[src/rtl/kpd_pkg.sv]
package kpd_pkg;
    // Number of distinct key codes in a matrix of the given size.
    function automatic int key_count(input int cols, input int rows);
        return cols * rows;
    endfunction

    // Width of a counter that must hold the values 0..limit.
    function automatic int count_width(input int limit);
        return (limit < 2) ? 1 : $clog2(limit + 1);
    endfunction
endpackage

[src/rtl/kpd_scan_seq.sv]
module kpd_scan_seq #(
    parameter int NC = 5,
    parameter int DW = 1000,
    localparam int COL_W = kpd_pkg::count_width(NC - 1),
    localparam int DW_W  = kpd_pkg::count_width(DW - 1)
) (
    input  logic             clk,
    input  logic             rst,
    output logic [COL_W-1:0] col_idx,
    output logic             sample,
    output logic             scan_end,
    output logic [NC-1:0]    col_n
);
    typedef struct packed {
        logic [COL_W-1:0] col;
        logic [DW_W-1:0]  dwell;
    } seq_t;

    seq_t s_d, s_q;

    always_comb begin
        s_d      = s_q;
        sample   = (s_q.dwell == DW_W'(DW - 1));
        scan_end = sample && (s_q.col == COL_W'(NC - 1));
        if (sample) begin
            s_d.dwell = '0;
            s_d.col   = scan_end ? '0 : s_q.col + 1'b1;
        end else begin
            s_d.dwell = s_q.dwell + 1'b1;
        end
    end

    always_ff @(posedge clk) begin
        if (rst) s_q <= '0;
        else     s_q <= s_d;
    end

    assign col_idx = s_q.col;

    for (genvar g = 0; g < NC; g++) begin : g_col
        assign col_n[g] = (s_q.col != COL_W'(g));
    end


    one_col_low_chk: assert property (@(posedge clk) disable iff (rst)
        $countones(col_n) == NC - 1);


    col_hold_chk: assert property (@(posedge clk) disable iff (rst)
        !sample |=> $stable(col_n));
endmodule

[src/rtl/kpd_capture.sv]
module kpd_capture #(
    parameter int NC = 5,
    parameter int NR = 3,
    localparam int COL_W  = kpd_pkg::count_width(NC - 1),
    localparam int ROW_W  = kpd_pkg::count_width(NR - 1),
    localparam int CODE_W = kpd_pkg::count_width(kpd_pkg::key_count(NC, NR) - 1)
) (
    input  logic              clk,
    input  logic              rst,
    input  logic [COL_W-1:0]  col_idx,
    input  logic [NR-1:0]     row_n,
    input  logic              sample,
    input  logic              scan_end,
    output logic              snap_hit,
    output logic [CODE_W-1:0] snap_code
);
    typedef struct packed {
        logic              hit;
        logic [CODE_W-1:0] code;
    } cap_t;

    cap_t c_d, c_q;
    logic              found;
    logic [ROW_W-1:0]  row_sel;
    logic [CODE_W-1:0] cand_code;

    always_comb begin
        found   = 1'b0;
        row_sel = '0;
        for (int r = NR - 1; r >= 0; r--) begin
            if (!row_n[r]) begin
                found   = 1'b1;
                row_sel = ROW_W'(r);
            end
        end
        cand_code = CODE_W'(col_idx) * CODE_W'(NR) + CODE_W'(row_sel);

        snap_hit  = c_q.hit || (sample && found);
        snap_code = c_q.hit ? c_q.code : cand_code;

        c_d = c_q;
        if (sample && found && !c_q.hit) begin
            c_d.hit  = 1'b1;
            c_d.code = cand_code;
        end
        if (scan_end) c_d = '0;
    end

    always_ff @(posedge clk) begin
        if (rst) c_q <= '0;
        else     c_q <= c_d;
    end


    first_hit_kept_chk: assert property (@(posedge clk) disable iff (rst)
        (c_q.hit && !scan_end) |=> (c_q.hit && $stable(c_q.code)));
endmodule

[src/rtl/kpd_debounce.sv]
module kpd_debounce #(
    parameter int DB     = 3,
    parameter int CODE_W = 4,
    localparam int CNT_W = kpd_pkg::count_width(DB)
) (
    input  logic              clk,
    input  logic              rst,
    input  logic              scan_end,
    input  logic              snap_hit,
    input  logic [CODE_W-1:0] snap_code,
    output logic              key_valid,
    output logic [CODE_W-1:0] key_code
);
    typedef struct packed {
        logic              prev_hit;
        logic [CODE_W-1:0] prev_code;
        logic [CNT_W-1:0]  cnt;
        logic              reported;
        logic              valid;
        logic [CODE_W-1:0] code;
    } deb_t;

    deb_t b_d, b_q;
    logic same;

    always_comb begin
        b_d       = b_q;
        b_d.valid = 1'b0;
        same      = (snap_hit == b_q.prev_hit) &&
                    (!snap_hit || snap_code == b_q.prev_code);
        if (scan_end) begin
            if (!same) begin
                b_d.cnt      = CNT_W'(1);
                b_d.reported = 1'b0;
            end else if (b_q.cnt < CNT_W'(DB)) begin
                b_d.cnt = b_q.cnt + 1'b1;
            end
            b_d.prev_hit  = snap_hit;
            b_d.prev_code = snap_code;
            if (snap_hit && !b_d.reported && b_d.cnt >= CNT_W'(DB)) begin
                b_d.valid    = 1'b1;
                b_d.code     = snap_code;
                b_d.reported = 1'b1;
            end
        end
    end

    always_ff @(posedge clk) begin
        if (rst) b_q <= '0;
        else     b_q <= b_d;
    end

    assign key_valid = b_q.valid;
    assign key_code  = b_q.code;


    valid_single_chk: assert property (@(posedge clk) disable iff (rst)
        key_valid |=> !key_valid);


    valid_after_scan_chk: assert property (@(posedge clk) disable iff (rst)
        key_valid |-> $past(scan_end));


    code_hold_chk: assert property (@(posedge clk) disable iff (rst)
        !key_valid |-> $stable(key_code));
endmodule

[src/rtl/kpd_keepalive.sv]
module kpd_keepalive #(
    parameter int KS = 800,
    localparam int KS_W = kpd_pkg::count_width(KS - 1)
) (
    input  logic clk,
    input  logic rst,
    input  logic scan_end,
    input  logic pd_req,
    output logic kick
);
    typedef struct packed {
        logic [KS_W-1:0] scans;
        logic            pd_seen;
        logic            kick;
    } ka_t;

    ka_t k_d, k_q;
    logic pd_now;

    always_comb begin
        k_d         = k_q;
        k_d.kick    = 1'b0;
        pd_now      = k_q.pd_seen || pd_req;
        k_d.pd_seen = pd_now;
        if (scan_end) begin
            if (k_q.scans == KS_W'(KS - 1)) begin
                k_d.scans = '0;
                k_d.kick  = !pd_now;
            end else begin
                k_d.scans = k_q.scans + 1'b1;
            end
        end
    end

    always_ff @(posedge clk) begin
        if (rst) k_q <= '0;
        else     k_q <= k_d;
    end

    assign kick = k_q.kick;


    kick_single_chk: assert property (@(posedge clk) disable iff (rst)
        kick |=> !kick);


    kick_after_scan_chk: assert property (@(posedge clk) disable iff (rst)
        kick |-> $past(scan_end));


    pd_blocks_next_chk: assert property (@(posedge clk) disable iff (rst)
        pd_req |=> !kick);


    pd_sticky_chk: assert property (@(posedge clk) disable iff (rst)
        k_q.pd_seen |-> !kick);
endmodule

[src/rtl/kpd_scanner.sv]
module kpd_scanner #(
    parameter int NUM_COLS     = 5,
    parameter int NUM_ROWS     = 3,
    parameter int DWELL_CLKS   = 1000,
    parameter int STABLE_SCANS = 3,
    parameter int KICK_SCANS   = 800,
    localparam int COL_W  = kpd_pkg::count_width(NUM_COLS - 1),
    localparam int CODE_W = kpd_pkg::count_width(kpd_pkg::key_count(NUM_COLS, NUM_ROWS) - 1)
) (
    input  logic                clk,
    input  logic                rst,
    input  logic [NUM_ROWS-1:0] row_n,
    input  logic                pd_req,
    output logic [NUM_COLS-1:0] col_n,
    output logic                key_valid,
    output logic [CODE_W-1:0]   key_code,
    output logic                kick
);
    logic [COL_W-1:0]  col_idx;
    logic              sample;
    logic              scan_end;
    logic              snap_hit;
    logic [CODE_W-1:0] snap_code;

    kpd_scan_seq #(.NC(NUM_COLS), .DW(DWELL_CLKS)) u_seq (
        .clk(clk), .rst(rst), .col_idx(col_idx), .sample(sample),
        .scan_end(scan_end), .col_n(col_n)
    );

    kpd_capture #(.NC(NUM_COLS), .NR(NUM_ROWS)) u_cap (
        .clk(clk), .rst(rst), .col_idx(col_idx), .row_n(row_n),
        .sample(sample), .scan_end(scan_end),
        .snap_hit(snap_hit), .snap_code(snap_code)
    );

    kpd_debounce #(.DB(STABLE_SCANS), .CODE_W(CODE_W)) u_deb (
        .clk(clk), .rst(rst), .scan_end(scan_end), .snap_hit(snap_hit),
        .snap_code(snap_code), .key_valid(key_valid), .key_code(key_code)
    );

    kpd_keepalive #(.KS(KICK_SCANS)) u_ka (
        .clk(clk), .rst(rst), .scan_end(scan_end), .pd_req(pd_req),
        .kick(kick)
    );


    reset_quiet_chk: assert property (@(posedge clk)
        $past(rst) |-> (!key_valid && !kick));
endmodule

[config.mk]
export PLATFORM = sky130hd
export DESIGN_NAME = kpd_scanner
export DESIGN_NICKNAME = d
export VERILOG_FILES = /design/src/rtl/kpd_pkg.sv /design/src/rtl/kpd_scan_seq.sv /design/src/rtl/kpd_capture.sv /design/src/rtl/kpd_debounce.sv /design/src/rtl/kpd_keepalive.sv /design/src/rtl/kpd_scanner.sv
export SDC_FILE = /design/constraint.sdc
export NUM_CORES = 1
export LEC_CHECK = 0
export ABC_CLOCK_PERIOD_IN_PS = 5950
export BUFFER_PORTS_ARGS = -buffer_cell sky130_fd_sc_hd__buf_2
export CAP_MARGIN = 10
export CORE_UTILIZATION = 53
export DETAILED_ROUTE_END_ITERATION = 12
export HOLD_SLACK_MARGIN = 0.05
export PLACE_DENSITY = 0.72
export RECOVER_POWER = 50
export SLEW_MARGIN = 20
export SYNTH_ARGS = -nofsm -noshare
export SYNTH_HDL_FRONTEND = slang
export SYNTH_HIERARCHICAL = 1
export SYNTH_SLANG_ARGS = --single-unit
export TNS_END_PERCENT = 1
[constraint.sdc]
create_clock -name clk -period 5.95 [get_ports clk]
set_clock_uncertainty 0.15 [all_clocks]
set_input_delay 0.2975 -clock clk [delete_from_list [all_inputs] [get_ports clk]]
set_output_delay 0.2975 -clock clk [all_outputs]
set_load 0.005 [all_outputs]
==> flow_metrics.env <==
export IMPL_slowest_delay_ps=1290
export IMPL_intPower_mw=0.380
export IMPL_synthTopCellsByArea="dfxtp_1 (39%), ha_1 (5.6%), nor2_1 (4.2%), mux2i_1 (4.0%), xnor2_1 (3.5%)"
export IMPL_worstSetupStartpointType="flip-flop"
export IMPL_path_clk_slew_ps=80
export IMPL_synth_seq_cells=43
export IMPL_drt_total_wl_um=3680
export IMPL_drc=0
export IMPL_power_frac_seq_pct=60.2
export IMPL_initial_core_util_pct=55.2
export IMPL_crit_family="simple AND/OR/NAND/NOR gates"
export IMPL_critical_path_class="flip-flop to flip-flop"
export IMPL_antenna_found_initial=0
export IMPL_power_leakage_nw=0.848
export IMPL_arrival_ps=3430
export IMPL_maxCapViolCount=1
export IMPL_drtIter0Drc=67
export IMPL_clkPwrFrac_pct=35.9
export IMPL_maxSlewViolCount=12
export IMPL_timing_fmax_ghz=0.295
export IMPL_cts_tree="yes"
export IMPL_peakVddDrop_mv=0.144
export IMPL_grt_start_max_net_pins=39
export IMPL_clk_path_buf_depth=2
export IMPL_cts_resized=0
export IMPL_combPwrFrac_pct=3.9
export IMPL_synth_top_flop_cell="dfxtp_1"
export IMPL_synth_seq_area_share_pct=38.7
export IMPL_pin_count=17
export IMPL_hold_slack_ps=286
export IMPL_crit_chain="ha_1 -> and4bb_1 -> nor3b_1 -> a21o_1 -> and3_1 -> a21oi_2 -> o31a_1"
export IMPL_period_needed_ps=3390
export IMPL_drive_gt1_share_pct=11.1
export IMPL_synthArstFlopShare_pct=0
export IMPL_die_area_um2=4460
export IMPL_crit_fanout=11
export IMPL_die_w_um=66.8
export IMPL_totalPowerFinal_mw=0.491
export IMPL_fillerInstances=384
export IMPL_root_buffer="clkbuf_8"
export IMPL_antennaDiodeCount=0
export IMPL_violations="capacitance limit, slew limit"
export IMPL_hold_buffers=1
export IMPL_hold_violations=0
export IMPL_synth_enable_flop_cells=0
export IMPL_routedWlPerCell_um=12.1
export IMPL_h_tree_depth=2
export IMPL_grt_util_all_layers_pct=18.1
export IMPL_synthCells=244
export IMPL_rows=23
export IMPL_core_area_um2=4030
export IMPL_place_ws_ps=2670
export IMPL_yosys_warnings=6
export IMPL_via_per_inst=5.55
export IMPL_grt_overflow=0
export IMPL_area_growth_pct=4.67
export IMPL_crit_slowest_cell="nor3b_1"
export IMPL_finalWorstSetupSlack_ps=2560
export IMPL_setup_violations=0
export IMPL_cts_sinks=43
export IMPL_port_buffers=16
export IMPL_hold_class="flip-flop to flip-flop"
export IMPL_seq_area_um2=861
export IMPL_dp_hpwl_um=2520
export IMPL_synth_area_um2=2230
export IMPL_fin_crit_sh_pct=57.0
export IMPL_cp_num_buf_inv=0
export IMPL_multi_input_area_um2=1190
export IMPL_layout_nets=271
export IMPL_post_cts_buffers=0
export IMPL_drt_antenna_violating_nets=0
export IMPL_gp_congestion=0.858
export IMPL_chipHeight_um=66.8
export IMPL_tns_ps=0
export IMPL_syn_nets=262
export IMPL_num_vias=1683
export IMPL_p_sw_mw=0.111
export IMPL_insertion_delay_ps=290
export IMPL_grt_pass1_wl_um=6180
export IMPL_first_global_vias=1437
export IMPL_endpoint_kind="flip-flop"
export IMPL_rsz0062_at_grt="false"
export IMPL_crit_required_ps=5990
export IMPL_firstDrtPassIters=4
export IMPL_final_util_pct=57.8
export IMPL_ys_types=49
export IMPL_p_sw_share_pct=22.7
export IMPL_yosys_area_top_type="dfxtp_1"
export IMPL_avgSynthCellArea_um2=9.12
export IMPL_worst_pin_slew_ps=1630
export IMPL_relSlewSlack_pct=-8.87
export IMPL_status="finished with violations"
export IMPL_cts_made_buffers=5
export IMPL_synth_top_area_share_pct=38.7
export IMPL_p_per_area_nw_per_um2=211
stage by stage:
| stage | instance area (µm²) | std cells |
|---|---|---|
| global route | 2330 | 303 |
| finish | 2330 | 303 |
| detailed placement | 2270 | 295 |
| global placement | 2270 | 295 |
| floorplan | 2230 | 244 |
| CTS | 2360 | 303 |
final cells by class:
| type | count | area share, % |
|---|---|---|
| clock buffer | 5 | 2.95 |
| clock inverter | 2 | 0.591 |
| inverter | 12 | 1.93 |
| multi-input combinational | 173 | 51.3 |
| sequential | 43 | 36.9 |
| tap | 50 | 2.69 |
| timing repair buffer | 18 | 3.60 |
synth_stat cells, types with 7 or more instances:
cell and n:
dfxtp_1 43, nor2_1 25, a21oi_1 15, inv_1 12, nand3_1 12, nand4_1 12, nand2_1 11, buf_4 10
ha_1 10, mux2i_1 9, xnor2_1 9, xor2_1 8, nor3_1 7, o21ai_0 7
kinds of logic (layout without fill, tap and decap cells):
family,count (synthesis),count (layout),share of synthesized area (%)
DFF,43,43,38.7
and+or+nand+nor,95,95,24.6
adders and majority gates,12,12,7.42
muxes,13,13,6.07
buffers and inverters,28,37,7.19
xor gates and xnor gates,17,17,6.69
AOI/OAI and AO/OA,36,36,9.39
registers in the layout (all words and copies together), names as in the netlist:
register         count
u_deb/key_valid      1
u_deb/b_q            8
u_cap/c_q            5
u_seq/s_q           10
u_ka/kick            1
u_ka/k_q            11
u_seq/col_idx        3
u_deb/key_code       4
cells in the final DEF (no fill, tap or decap), types with 3 or more instances in the layout:
master,count
inv_1,12
nor4_1,3
xnor2_1,9
and3_1,4
xor2_1,8
clkbuf_1,9
nand2_1,11
o21ai_0,7
clkbuf_8,5
dfxtp_1,43
buf_2,8
nor3_1,7
nand3_1,13
a211oi_1,4
nor2_1,25
nand4_1,12
o21ai_1,3
mux2_2,4
ha_1,10
nor3b_1,3
mux2i_1,9
a21oi_1,15
worst paths after layout:
kind	start	endpoint	slack [ps]	depth (start not counted)
setup reg to reg	u_seq/s_q[0]$_SDFF_PP0_	u_deb/b_q[6]$_SDFFE_PP0P_	2560	7
setup / recovery	u_seq/s_q[0]$_SDFF_PP0_	u_deb/b_q[6]$_SDFFE_PP0P_	2560	7
hold / removal	u_ka/k_q[1]$_SDFF_PP0_	u_ka/kick$_SDFF_PP0_	290	1
hold reg to reg	u_ka/k_q[1]$_SDFF_PP0_	u_ka/kick$_SDFF_PP0_	290	1
per-layer routing:
metal	vias to the layer above	wire, µm	track usage (%)
met2	16	1730	29.5
met4	0	27	5.59
li1	865	-	-
met1	798	1840	23.4
met3	4	83	4.11
met5	-	0	0
power groups by stage:
stage / clock network (mW) / logic (mW) / registers [mW]
floorplan: 0 / 0.0132 / 0.302
global placement: 0 / 0.0189 / 0.302
detailed placement: 0 / 0.0191 / 0.303
CTS: 0.184 / 0.0197 / 0.296
global route: 0.193 / 0.0222 / 0.296
finish: 0.176 / 0.0193 / 0.296
Note: power is estimated with default switching activity, not from simulation.
